==> src/rtl/tfd_pkg.sv <==
package tfd_pkg;

   typedef enum logic [1:0] {
      SCOPE_ALL        = 2'b00,
      SCOPE_SPACE      = 2'b01,
      SCOPE_LEAF_ANY   = 2'b10,
      SCOPE_LEAF_SPACE = 2'b11
   } fence_scope_e;

   function automatic int ppn_width(input int xlen);
      return (xlen == 32) ? 22 : 44;
   endfunction

   function automatic int asid_width(input int xlen);
      return (xlen == 32) ? 9 : 16;
   endfunction

endpackage

==> src/rtl/tfd_rs2_decode.sv <==
module tfd_rs2_decode #(
   parameter int XLEN = 64,
   localparam int PPN_W  = tfd_pkg::ppn_width(XLEN),
   localparam int ASID_W = tfd_pkg::asid_width(XLEN)
) (
   input  logic [XLEN-1:0]   space_i,
   input  logic              space_zero_i,
   output logic              bcast_o,
   output logic [PPN_W-1:0]  ppn_o,
   output logic [ASID_W-1:0] asid_o
);

   logic              raw_bcast;
   logic [PPN_W-1:0]  raw_ppn;
   logic [ASID_W-1:0] raw_asid;

   generate
      if (XLEN == 32) begin : g_rv32
         assign raw_bcast = space_i[31];
         assign raw_ppn   = space_i[30:9];
         assign raw_asid  = space_i[8:0];
      end else if (XLEN == 64) begin : g_rv64
         logic unused_rsvd;
         assign unused_rsvd = ^space_i[62:60];
         assign raw_bcast = space_i[63];
         assign raw_ppn   = space_i[59:16];
         assign raw_asid  = space_i[15:0];
      end else begin : g_bad_xlen
         $error("tfd_rs2_decode: XLEN must be 32 or 64");
      end
   endgenerate

   // A zero-register operand supplies no fields: local, all-zero tags.
   always_comb begin
      if (space_zero_i) begin
         bcast_o = 1'b0;
         ppn_o   = '0;
         asid_o  = '0;
      end else begin
         bcast_o = raw_bcast;
         ppn_o   = raw_ppn;
         asid_o  = raw_asid;
      end
   end

endmodule

==> src/rtl/tfd_scope_sel.sv <==
module tfd_scope_sel #(
   parameter int XLEN = 64
) (
   input  logic [XLEN-1:0]        addr_i,
   input  logic                   addr_zero_i,
   input  logic                   space_zero_i,
   output tfd_pkg::fence_scope_e  scope_o,
   output logic [XLEN-1:0]        addr_o
);

   always_comb begin
      unique case ({addr_zero_i, space_zero_i})
         2'b11:   scope_o = tfd_pkg::SCOPE_ALL;
         2'b10:   scope_o = tfd_pkg::SCOPE_SPACE;
         2'b01:   scope_o = tfd_pkg::SCOPE_LEAF_ANY;
         default: scope_o = tfd_pkg::SCOPE_LEAF_SPACE;
      endcase
      addr_o = addr_zero_i ? '0 : addr_i;
   end

endmodule

==> src/rtl/tfd_bcast_slot.sv <==
module tfd_bcast_slot #(
   parameter int ADDR_W = 64,
   parameter int ASID_W = 16,
   parameter int PPN_W  = 44,
   parameter int VMID_W = 14
) (
   input  logic              clk,
   input  logic              rst_n,
   input  logic              load_i,
   input  logic [1:0]        scope_i,
   input  logic [ADDR_W-1:0] addr_i,
   input  logic [ASID_W-1:0] asid_i,
   input  logic [PPN_W-1:0]  s1_ppn_i,
   input  logic [VMID_W-1:0] vmid_i,
   input  logic [PPN_W-1:0]  s2_ppn_i,
   output logic              valid_o,
   input  logic              ready_i,
   output logic [1:0]        scope_o,
   output logic [ADDR_W-1:0] addr_o,
   output logic [ASID_W-1:0] asid_o,
   output logic [PPN_W-1:0]  s1_ppn_o,
   output logic [VMID_W-1:0] vmid_o,
   output logic [PPN_W-1:0]  s2_ppn_o,
   output logic              issued_o
);

   generate
      if (ADDR_W < 1 || ASID_W < 1 || PPN_W < 1 || VMID_W < 1) begin : g_bad_width
         $error("tfd_bcast_slot: all field widths must be positive");
      end
   endgenerate

   always_ff @(posedge clk or negedge rst_n) begin
      if (!rst_n) begin
         valid_o <= 1'b0;
      end else if (load_i) begin
         valid_o <= 1'b1;
      end else if (valid_o && ready_i) begin
         valid_o <= 1'b0;
      end
   end

   always_ff @(posedge clk or negedge rst_n) begin
      if (!rst_n) begin
         scope_o  <= '0;
         addr_o   <= '0;
         asid_o   <= '0;
         s1_ppn_o <= '0;
         vmid_o   <= '0;
         s2_ppn_o <= '0;
      end else if (load_i) begin
         scope_o  <= scope_i;
         addr_o   <= addr_i;
         asid_o   <= asid_i;
         s1_ppn_o <= s1_ppn_i;
         vmid_o   <= vmid_i;
         s2_ppn_o <= s2_ppn_i;
      end
   end

   assign issued_o = valid_o && ready_i;

endmodule

==> src/rtl/tlb_fence_dispatch.sv <==
module tlb_fence_dispatch #(
   parameter int XLEN   = 64,
   parameter int VMID_W = 14,
   localparam int PPN_W  = tfd_pkg::ppn_width(XLEN),
   localparam int ASID_W = tfd_pkg::asid_width(XLEN)
) (
   input  logic              clk,
   input  logic              rst_n,
   input  logic              req_valid,
   output logic              req_ready,
   input  logic [XLEN-1:0]   req_addr,
   input  logic [XLEN-1:0]   req_space,
   input  logic              req_addr_zero,
   input  logic              req_space_zero,
   input  logic [VMID_W-1:0] req_vmid,
   input  logic [PPN_W-1:0]  req_s2_ppn,
   output logic              loc_inv_valid,
   output logic [1:0]        loc_inv_scope,
   output logic [XLEN-1:0]   loc_inv_addr,
   output logic [ASID_W-1:0] loc_inv_asid,
   output logic [PPN_W-1:0]  loc_inv_ppn,
   output logic              bc_valid,
   input  logic              bc_ready,
   output logic [1:0]        bc_scope,
   output logic [XLEN-1:0]   bc_addr,
   output logic [ASID_W-1:0] bc_asid,
   output logic [PPN_W-1:0]  bc_s1_ppn,
   output logic [VMID_W-1:0] bc_vmid,
   output logic [PPN_W-1:0]  bc_s2_ppn,
   output logic              bc_issued
);

   generate
      if (XLEN != 32 && XLEN != 64) begin : g_bad_xlen
         $error("tlb_fence_dispatch: XLEN must be 32 or 64");
      end
      if (VMID_W < 1 || VMID_W > 16) begin : g_bad_vmid
         $error("tlb_fence_dispatch: VMID_W must be 1..16");
      end
   endgenerate

   logic                  want_bcast;
   logic [PPN_W-1:0]      dec_ppn;
   logic [ASID_W-1:0]     dec_asid;
   tfd_pkg::fence_scope_e dec_scope;
   logic [XLEN-1:0]       dec_addr;
   logic                  accept;
   logic                  slot_busy;

   tfd_rs2_decode #(.XLEN(XLEN)) u_decode (
      .space_i      (req_space),
      .space_zero_i (req_space_zero),
      .bcast_o      (want_bcast),
      .ppn_o        (dec_ppn),
      .asid_o       (dec_asid)
   );

   tfd_scope_sel #(.XLEN(XLEN)) u_scope (
      .addr_i       (req_addr),
      .addr_zero_i  (req_addr_zero),
      .space_zero_i (req_space_zero),
      .scope_o      (dec_scope),
      .addr_o       (dec_addr)
   );

   // Single holding slot: intake stalls while a packet waits.
   assign req_ready = !slot_busy;
   assign accept    = req_valid && req_ready;

   assign loc_inv_valid = accept;
   assign loc_inv_scope = dec_scope;
   assign loc_inv_addr  = dec_addr;
   assign loc_inv_asid  = dec_asid;
   assign loc_inv_ppn   = dec_ppn;

   tfd_bcast_slot #(
      .ADDR_W (XLEN),
      .ASID_W (ASID_W),
      .PPN_W  (PPN_W),
      .VMID_W (VMID_W)
   ) u_slot (
      .clk      (clk),
      .rst_n    (rst_n),
      .load_i   (accept && want_bcast),
      .scope_i  (dec_scope),
      .addr_i   (dec_addr),
      .asid_i   (dec_asid),
      .s1_ppn_i (dec_ppn),
      .vmid_i   (req_vmid),
      .s2_ppn_i (req_s2_ppn),
      .valid_o  (slot_busy),
      .ready_i  (bc_ready),
      .scope_o  (bc_scope),
      .addr_o   (bc_addr),
      .asid_o   (bc_asid),
      .s1_ppn_o (bc_s1_ppn),
      .vmid_o   (bc_vmid),
      .s2_ppn_o (bc_s2_ppn),
      .issued_o (bc_issued)
   );

   assign bc_valid = slot_busy;

endmodule

==> config.mk <==
export PLATFORM = sky130hd
export DESIGN_NAME = tlb_fence_dispatch
export DESIGN_NICKNAME = d
export VERILOG_FILES = /design/src/rtl/tfd_pkg.sv /design/src/rtl/tfd_rs2_decode.sv /design/src/rtl/tfd_scope_sel.sv /design/src/rtl/tfd_bcast_slot.sv /design/src/rtl/tlb_fence_dispatch.sv
export SDC_FILE = /design/constraint.sdc
export NUM_CORES = 1
export LEC_CHECK = 0
export BUFFER_PORTS_ARGS = -buffer_cell sky130_fd_sc_hd__buf_2
export CAP_MARGIN = 20
export CORE_AREA = 5 5 191 193
export DETAILED_ROUTE_END_ITERATION = 16
export DIE_AREA = 0 0 196 198
export PLACE_DENSITY = 0.58
export SYNTH_ARGS = -nofsm -noshare
export SYNTH_HDL_FRONTEND = slang
export SYNTH_HIERARCHICAL = 1
export SYNTH_SLANG_ARGS = --single-unit
==> constraint.sdc <==
create_clock -name clk -period 1.3 [get_ports clk]
set_input_delay 0 -clock clk [delete_from_list [all_inputs] [get_ports clk]]
set_output_delay 0 -clock clk [all_outputs]
set_load 0.05 [all_outputs]
==> metrics.md, run 1 <==
| Metric | Value |
|---|---|
| Post-Syn Instances | 536 |
| Slowest-stage cell, CP | dfrtp_2 |
| Largest family of logic cells by synthesized area | multiplexers |
| Syn Std Cell Area | 0.00848 mm2 |
| Main area contributors after synthesis | dfrtp_1 (55%), mux2_4 (26%), nor2b_1 (7.1%), mux2_2 (4.6%), buf_6 (3.2%) |
| CTS root buf | clkbuf_16 |
| Core area | 0.0344 mm2 |
| Synth top area share | 0.546 |
| Clock Path Buffers | 2 |
| Largest net degree at the start of global routing | 46 |
| Setup Crit Path Kind | flip-flop to flip-flop |
| Pre-antenna DRT Iters | 4 |
| Initial antenna violation count | 2 |
| Total power | 22.1 mW |
| Synth Area in Simple Gates | 0.104 |
| Post-Synth XOR/XNOR Area | 0 |
| Io pins | 506 |
| NumNets Final | 1417 |
| Vias/cell | 4.13 |
| Mux contribution to synthesized area | 0.310 |
| Worst Path Required | 1.62 ns |
| Port bufs | 502 |
| RSZ-0062 raised after global routing | true |
| Number of DRC markers in iteration 0 | 202 |
| Worst skew pair latency | 0.44 ns |
| H-tree lvl count | 4 |
| Final ANT Viol Nets | 0 |
| Via count | 7005 |
| Initial Util | 0.247 |
| CP max stage delay | 0.40 ns |
| Max frequency | 636 MHz |
| Synth Net Count | 728 |
| Synth Area in Adders | 0 |
| Max-Slew Margin vs Limit | 0.732 |
| Clock Sinks | 185 |
| Final setup fails | 185 |
| DRC errors left | 0 |
| Detailed Place HPWL | 21500 um |
| Slew Limit Fails | 0 |
| Total GRT Usage | 0.145 |
| Leakage | 7.29 nW |
| Total negative slack | -39.44 ns |
| Die area | 0.0388 mm2 |
| Worst EP arrival | 1.89 ns |
| Hold crit path type | primary input to flip-flop |
| Global-route wire length before repair | 43900 um |
| Syn_area_per_cell | 15.8 um2 |
| Actual slew at the worst max-slew pin | 0.403 ns |
| Worst path most repeated cell | buf_12 |
| Max Cap Violations | 0 |
| Die width | 196 um |
| Status | finished, violations left |
| Final Core Density | 0.408 |
| Sequential cell area fraction in the yosys report | 0.546 |
| Die Y | 198 um |
| Crit-path cells | and3b_4 -> buf_12 -> buf_12 -> mux2_4 |
| Total gr overflow | 0 |
| Clock Skews | 0.0118 ns |
| Critical path startpoint category | flip-flop |
| Failing checks | negative setup slack |
| Final worst-path cycle share | 1.21 |
| Worst-path clk slew | 0.07 ns |
| Rows | 68 |
| Synth cell types | 11 |
| Final min period | 1.57 ns |
| Synth-to-Final Area Change | 65.2% |
| Yosys reg bits | 185 |
| Setup slack after layout | -0.271 ns |
| Routed WL | 29200 um |
| VDD IR max | 0.896 mV |
| GPL Wtd Cong | 0.827 |
| Yosys warnings | 6 |
| Hold Vio Cnt, Final | 0 |
| CTS tree | built |
| CP Capture Type | flip-flop |
| Share of layout cells above drive strength 1 | 0.644 |
| Cell accounting for the most synthesized area | dfrtp_1 |
| Vias in the first global route | 7825 |
| Synth Area in Compound Gates | 0.000885 |
| Wirelength per Cell | 17.2 um |
| Pwr Density | 1580 mW/mm2 |
| Worst-path fanout max | 15 |
| Dpl ws | -0.251 ns |
| CTS Buf Count | 17 |
-- layout by cell type (no fill, tap or decap), drive strengths merged --
master         n
a21o           1
diode          3
bufinv         1
dfrtp        185
and3b          1
buf          551
and2           1
clkinvlp       3
clkbuf        22
mux2         184
clkinv         4
inv            6
dlygate4sd3  152
nor2b        126
-- Yosys cell counts (all sizes together) --
| library cell | n |
|---|---|
| and2 | 1 |
| mux2 | 184 |
| dfrtp | 185 |
| a21o | 1 |
| inv | 4 |
| buf | 34 |
| nor2b | 126 |
| and3b | 1 |
-- per-layer routing --
metal,up-vias,global-route usage,wire length (um)
met5,-,0,0
li1,3186,-,-
met2,378,0.245,14100
met3,61,0.0500,2500
met1,3380,0.164,11500
met4,0,0.0711,1110
-- worst paths after layout --
check,start,endpoint,slack (ns),cells after the start
worst max-delay path,u_slot/valid_o$_DFFE_PN0P_,u_slot/vmid_o[1]$_DFFE_PN0P_,-0.27,4
worst min register to register,u_slot/addr_o[19]$_DFFE_PN0P_,u_slot/addr_o[19]$_DFFE_PN0P_,0.50,1
worst max register to register,u_slot/valid_o$_DFFE_PN0P_,u_slot/vmid_o[1]$_DFFE_PN0P_,-0.27,4
max in group asynchronous,rst_n,u_slot/s1_ppn_o[7]$_DFFE_PN0P_,0.65,3
min in group asynchronous,rst_n,u_slot/asid_o[3]$_DFFE_PN0P_,0.07,2
worst min-delay path,req_addr[62],u_slot/addr_o[62]$_DFFE_PN0P_,0.03,3
-- worst max-delay path, delay by kind of cell, from the launching register on --
| kind | cells | cell delay, ns |
|---|---|---|
| flops | 1 | 0.40 |
| simple gates | 1 | 0.36 |
| buf+inv | 2 | 0.35 |
| mux | 1 | 0.32 |
-- logic make-up after synthesis --
group           count (synthesis)
buf+inv                        38
simple gates                  128
compound gates                  1
mux                           184
flops                         185
-- area by class of cell --
cell class	count	area (um2)
Fill cell	3218	20400
Timing Repair Buffer	704	4680
Sequential cell	185	4630
Multi-Input combinational cell	313	3560
Tap cell	455	569
Clock buffer	21	450
Clock inverter	10	93.8
Inverter	4	15.0
Antenna cell	3	7.51
-- repair_timing --
| item | CTS | global route |
|---|---|---|
| setup buffers | 1 | 0 |
| gates resized for setup | 16 | 5 |
| hold endpoints to repair | 335 | 1 |
| endpoints found under the setup margin | 187 | 187 |
| hold buffers | 151 | 1 |
| pin swaps | 0 | 0 |
-- power breakdown --
group          internal [mW]  switching, mW  total [mW]
Sequential              6.89          0.660        7.55
Combinational           3.08           6.49        9.58
Clock                   2.68           2.27        4.96
Total                   12.7           9.43        22.1
-- registers in the layout (all words and copies together), names as in the netlist --
register / cells
u_slot/s1_ppn_o: 44
u_slot/valid_o: 1
u_slot/scope_o: 2
u_slot/addr_o: 64
u_slot/vmid_o: 14
u_slot/s2_ppn_o: 44
u_slot/asid_o: 16
-- per-stage QoR --
step / hold WS [ns] / instances / cell area [um2]
6_report: 0.0317 / 1695 / 14000
5_1_grt: 0.0116 / 1693 / 14000
4_1_cts: 0.000801 / 1691 / 14000
3_5_place_dp: -0.0289 / 1508 / 11900
3_3_place_gp: -0.0323 / 1508 / 11900
2_1_floorplan: -0.296 / 536 / 8560
Note: power is estimated with default switching activity, not from simulation.
==> inputs of run 2 (changes only) <==
==> constraint.sdc (replaced) <==
create_clock -name clk -period 1.3 [get_ports clk]
set_input_delay 0.195 -clock clk [delete_from_list [all_inputs] [get_ports clk]]
set_output_delay 0.195 -clock clk [all_outputs]
set_load 0.05 [all_outputs]
==> run 2 against run 1 <==
The flow still finishes with violations (negative setup slack); flip-flop and latch count did not move; design area is 1.7% higher; non-clock buffer count decreased by 63; cell count is 3.8% lower; worst setup slack worse by 0.0081 ns; sequential share of layout area down 0.57 points; power grew 4.1%; worst hold slack better by 0.019 ns; maximum frequency is 0.51% lower; critical endpoint is now u_slot/asid_o[11]$_DFFE_PN0P_; largest cell class unchanged.
==> metrics.md, run 2 (synthesis results as in run 1) <==
| Metric | Value |
|---|---|
| Status | finished, violations left |
| Failing checks | negative setup slack |
| Max frequency | 633 MHz |
| Dpl ws | -0.257 ns |
| Worst EP arrival | 1.89 ns |
| Area after DPL | 0.0120 mm2 |
| Routed WL | 28200 um |
| Die width | 196 um |
| Initial antenna violation count | 0 |
| Port bufs | 502 |
| Total GRT Usage | 0.137 |
| Via count | 6604 |
| DRC errors left | 0 |
| Final Core Density | 0.415 |
| Total negative slack | -40.31 ns |
| Setup Crit Path Kind | flip-flop to flip-flop |
| Max reg flops | 64 |
| Detailed Place HPWL | 21600 um |
| Largest Register | u_slot/addr_o |
| Worst-path fanout max | 17 |
| CTS tree | built |
| Most frequent cells in the layout | buf_2 (277), dfrtp_1 (184), buf_4 (166) |
| Final setup fails | 190 |
| Largest net degree at the start of global routing | 41 |
| Slew Limit Fails | 0 |
| Clock Skews | 0.00923 ns |
| Hold Vio Cnt, Final | 0 |
| R2R depth | 4 |
| CTS root buf | clkbuf_16 |
| Hold Path Stages | 3 |
| Slowest-stage cell, CP | dfrtp_2 |
| Final min period | 1.58 ns |
| Actual slew at the worst max-slew pin | 0.396 ns |
| Die area | 0.0388 mm2 |
| Core area | 0.0344 mm2 |
| Final ANT Viol Nets | 0 |
| Vias/cell | 4.05 |
| Placed cells | 1533 |
| Reg2reg setup slack | -0.28 ns |
| Clock Sinks | 185 |
| Worst R2R End | u_slot/asid_o[11]$_DFFE_PN0P_ |
| Hold crit path type | primary input to flip-flop |
| Io pins | 506 |
| Final hold slack | 0.0503 ns |
| Die Y | 198 um |
| Total power | 23.0 mW |
| Delay-heaviest family, CP | flip-flops |
| CP max stage delay | 0.40 ns |
| Share of layout cells above drive strength 1 | 0.755 |
| Hold_sp | bc_ready |
| Register area | 0.00463 mm2 |
| ANT cells | 0 |
| H-tree lvl count | 4 |
| Worst-path clk slew | 0.07 ns |
| VDD IR max | 0.885 mV |
| Hold Crit Endpoint | u_slot/valid_o$_DFFE_PN0P_ |
| Non-Filler Instances | 1630 |
| Pre-antenna DRT Iters | 4 |
| Initial Util | 0.247 |
| NumNets Final | 1354 |
| Largest regs | u_slot/addr_o: 64 flops, u_slot/s1_ppn_o: 44 flops, u_slot/s2_ppn_o: 44 flops |
| Crit-path cells | and3b_4 -> buf_12 -> buf_16 -> mux2_4 |
| CP bufs+invs | 2 |
| Total gr overflow | 0 |
| RSZ-0062 raised after global routing | true |
| Global-route wire length before repair | 41800 um |
| Worst skew pair latency | 0.44 ns |
| Critical R2R Launch | u_slot/valid_o$_DFFE_PN0P_ |
| Max Cap Violations | 0 |
| Vias in the first global route | 7190 |
| Critical path startpoint category | flip-flop |
| GPL Wtd Cong | 0.826 |
| Number of DRC markers in iteration 0 | 156 |
| Rows | 68 |
| Synth-to-Final Area Change | 68.1% |
| Most common cell after layout, fill and taps aside | buf_2 |
| Fill cells | 3150 |
| Final Cell Area | 0.0143 mm2 |
| Worst Path Required | 1.61 ns |
| Max-Slew Margin vs Limit | 0.736 |
| Setup slack after layout | -0.279 ns |
| CP Capture Type | flip-flop |
| Critical Path Start | u_slot/valid_o$_DFFE_PN0P_ |
| Final worst-path cycle share | 1.21 |
| Multi-input gate area | 0.00380 mm2 |
| Clock Path Buffers | 2 |
| CTS Buf Count | 17 |
| Wirelength per Cell | 17.3 um |
| Pwr Density | 1610 mW/mm2 |
| Leakage | 7.33 nW |
## run 2: cell types whose count changed in the layout (fill, tap and decap cells not counted), sizes merged
cell         before  now
clkinvlp          3    4
diode             3    0
clkinv            4    3
inv               6   11
buf             551  504
clkbuf           22   95
dlygate4sd3     152   59
## run 2: layout make-up
type | count | area share
clock buffer | 17 | 0.0298
clock inverter | 15 | 0.0111
inverter | 4 | 0.00105
multi-input combinational | 313 | 0.267
sequential | 185 | 0.325
tap | 455 | 0.0399
timing repair buffer | 641 | 0.326
## run 2: layer usage
metal,track usage,routed length (um),up-vias
met5,0,0,-
met4,0.0460,626,0
met3,0.0386,1790,35
met2,0.239,14400,270
met1,0.163,11300,3231
li1,-,-,3068
## run 2: worst max-delay path by stage
| stage | to | depth (start not counted) |
|---|---|---|
| finish | u_slot/asid_o[11]$_DFFE_PN0P_ | 4 |
| global route | u_slot/s2_ppn_o[1]$_DFFE_PN0P_ | 4 |
| CTS | u_slot/s2_ppn_o[1]$_DFFE_PN0P_ | 4 |
| detailed placement | u_slot/s2_ppn_o[1]$_DFFE_PN0P_ | 4 |
| global placement | u_slot/addr_o[52]$_DFFE_PN0P_ | 6 |
| floorplan | u_slot/addr_o[0]$_DFFE_PN0P_ | 5 |
## run 2: repair_timing
| action | CTS | global route |
|---|---|---|
| endpoints found under the hold margin | 84 | 0 |
| cloned | 1 | 1 |
| buffers inserted | 0 | 4 |
| hold buffers | 59 | 0 |
| endpoints found under the setup margin | 322 | 309 |
| gates resized for setup | 212 | 143 |
## run 2: report_power, final
part / leakage (nW) / total [mW] / switching [mW] / internal [mW]
Sequential: 2.33 / 7.60 / 0.716 / 6.89
Clock: 0.274 / 5.17 / 2.45 / 2.72
Combinational: 4.72 / 10.2 / 6.52 / 3.70
## run 2: worst register-to-register path: cells and delay by family, from the launching register on
| kind | cells | cell delay [ns] |
|---|---|---|
| buffers and inverters | 2 | 0.41 |
| DFF | 1 | 0.40 |
| muxes | 1 | 0.33 |
| and+or+nand+nor | 1 | 0.33 |
==> inputs of run 3 (changes only) <==
HOLD_SLACK_MARGIN = 0.08   (was not set)
PLACE_DENSITY = not set   (was 0.58)
PLACE_DENSITY_LB_ADDON = 0.12   (was not set)
==> run 3 against run 2 <==
The run still ends with negative setup slack left; routed wire length is 0.41% higher; critical path depth stayed put; count of clock-buffer cells in the layout is 3 higher; flip-flop and latch count stayed put.
==> metrics.md, run 3 (synthesis results as in run 1) <==
| Metric | Value |
|---|---|
| Worst R2R End | u_slot/addr_o[27]$_DFFE_PN0P_ |
| Most common cell after layout, fill and taps aside | buf_2 |
| Worst-path fanout max | 21 |
| DRC errors left | 0 |
| Final ANT Viol Nets | 0 |
| CTS tree | built |
| Vias in the first global route | 7031 |
| Total gr overflow | 0 |
| Reg2reg setup slack | -0.27 ns |
| Total GRT Usage | 0.140 |
| CTS Buf Count | 17 |
| Largest regs | u_slot/addr_o: 64 flops, u_slot/s1_ppn_o: 44 flops, u_slot/s2_ppn_o: 44 flops |
| Setup slack after layout | -0.271 ns |
| VDD IR max | 1.15 mV |
| Critical R2R Launch | u_slot/valid_o$_DFFE_PN0P_ |
| Clock Path Buffers | 2 |
| Via count | 6473 |
| Global-route wire length before repair | 42000 um |
| Clk network pwr share | 0.230 |
| Critical path startpoint category | flip-flop |
| Routed WL | 28300 um |
| Wirelength per Cell | 17.4 um |
| Hold crit path type | primary input to flip-flop |
| Max reg flops | 64 |
| NumNets Final | 1355 |
| Synth-to-Final Area Change | 65.2% |
| Setup Crit Path Kind | flip-flop to flip-flop |
| R2R depth | 4 |
| Slowest-stage cell, CP | dfrtp_2 |
| Fill cells | 3332 |
| Total power | 22.8 mW |
| Vias/cell | 3.97 |
| CP max stage delay | 0.40 ns |
| Initial antenna violation count | 1 |
| Die Y | 198 um |
| Initial Util | 0.247 |
| Non-Filler Instances | 1630 |
| Leakage | 7.21 nW |
| Hold Path Stages | 3 |
| Core area | 0.0344 mm2 |
| Largest net degree at the start of global routing | 40 |
| Largest Register | u_slot/addr_o |
| Combinational share of power | 0.440 |
| Die width | 196 um |
| Clock Sinks | 185 |
| Final worst-path cycle share | 1.21 |
| Final setup fails | 188 |
| RSZ-0062 raised after global routing | true |
| Worst EP arrival | 1.89 ns |
| Rows | 68 |
| Clock Skews | 0.00756 ns |
| Share of layout cells above drive strength 1 | 0.742 |
| Final min period | 1.57 ns |
| Sequential share of power | 0.330 |
| Failing checks | negative setup slack |
| Hold Vio Cnt, Final | 0 |
| Slew Limit Fails | 0 |
| Multi-input gate area | 0.00368 mm2 |
| Io pins | 506 |
| Pwr Density | 1630 mW/mm2 |
| Internal power | 13.4 mW |
| Hold_sp | req_addr[46] |
| Hold Crit Endpoint | u_slot/addr_o[46]$_DFFE_PN0P_ |
| GPL Wtd Cong | 0.780 |
| Critical Path Start | u_slot/valid_o$_DFFE_PN0P_ |
| Die area | 0.0388 mm2 |
| Worst Path Required | 1.62 ns |
| Worst skew pair latency | 0.44 ns |
| Switching pwr | 9.44 mW |
| CP Capture Type | flip-flop |
| H-tree lvl count | 4 |
| Register area | 0.00463 mm2 |
| Worst-path clk slew | 0.07 ns |
| Pre-antenna DRT Iters | 4 |
| Dpl ws | -0.288 ns |
| CP bufs+invs | 2 |
| CTS root buf | clkbuf_16 |
| Placed cells | 1534 |
| Actual slew at the worst max-slew pin | 0.339 ns |
| Number of DRC markers in iteration 0 | 148 |
| Sw Ratio | 0.413 |
| Max Cap Violations | 0 |
| Delay-heaviest family, CP | flip-flops |
| Status | finished, violations left |
| Max frequency | 637 MHz |
| Max-Slew Margin vs Limit | 0.774 |
| Crit-path cells | and3b_4 -> buf_12 -> buf_16 -> mux2_4 |
| Most frequent cells in the layout | buf_2 (289), dfrtp_1 (184), buf_4 (166) |
| Detailed Place HPWL | 22300 um |
| Port bufs | 502 |
-- run 3: changes by cell type in the layout (fill, tap and decap cells not counted), sizes merged --
cell         delta
inv             -5
bufinv          +1
clkbuf         +30
buf            -27
clkinvlp        -1
dlygate4sd3     +1
diode           +1
-- run 3: worst max path at each step --
stage | end | slack (ns) | cells past startpoint
finish | u_slot/addr_o[27]$_DFFE_PN0P_ | -0.27 | 4
global route | u_slot/addr_o[27]$_DFFE_PN0P_ | -0.31 | 4
CTS | u_slot/scope_o[0]$_DFFE_PN0P_ | -0.30 | 3
detailed placement | u_slot/s2_ppn_o[13]$_DFFE_PN0P_ | -0.29 | 6
global placement | u_slot/scope_o[0]$_DFFE_PN0P_ | -0.29 | 5
floorplan | u_slot/addr_o[0]$_DFFE_PN0P_ | -0.30 | 5
-- run 3: power by group through the flow --
stage,registers [mW],clock network [mW],logic (mW)
2_1_floorplan,11.6,0,2.78
3_3_place_gp,7.59,0,9.37
3_5_place_dp,7.57,0,9.37
4_1_cts,7.53,5.47,9.86
5_1_grt,7.69,5.66,10.5
6_report,7.54,5.25,10.1
-- run 3: area by class of cell --
cell class	count	share of cell area
flip-flops and latches	185	0.330
repair buffers	642	0.323
multi-input cells	313	0.263
well taps	455	0.0406
clock buffers	20	0.0333
clock inverters	10	0.00848
inverters	4	0.00107
diodes	1	0.000179
-- run 3: stage by stage --
step           hold slack [ns]  setup TNS, ns  area [um2]   util
3_5_place_dp             0.146         -47.44       12000  0.350
4_1_cts                 0.0940         -48.83       13600  0.395
5_1_grt                  0.111         -49.64       14000  0.408
2_1_floorplan           -0.101         -53.98        8610      -
3_3_place_gp             0.149         -45.12       12000  0.350
6_report                 0.124         -41.64       14000  0.408
-- run 3: worst min-delay path, delay by kind of cell --
family	cells	cell delay (ns)
muxes	1	0.14
and+or+nand+nor	1	0.13
buffers and inverters	1	0.07
-- run 3: timing repair --
action | 4_1_cts | 5_1_grt
resized for setup | 124 | 156
setup endpoints to repair | 293 | 318
cloned | 0 | 1
setup buffers | 2 | 2
endpoints found under the hold margin | 244 | 0
hold buffers | 60 | 0
-- run 3: layer usage --
layer | part of all wire | wire length [um] | track usage
met2 | 0.52 | 14800 | 0.249
met4 | 0.019 | 539 | 0.0497
met1 | 0.39 | 10900 | 0.162
met3 | 0.070 | 1980 | 0.0373
met5 | 0 | 0 | 0
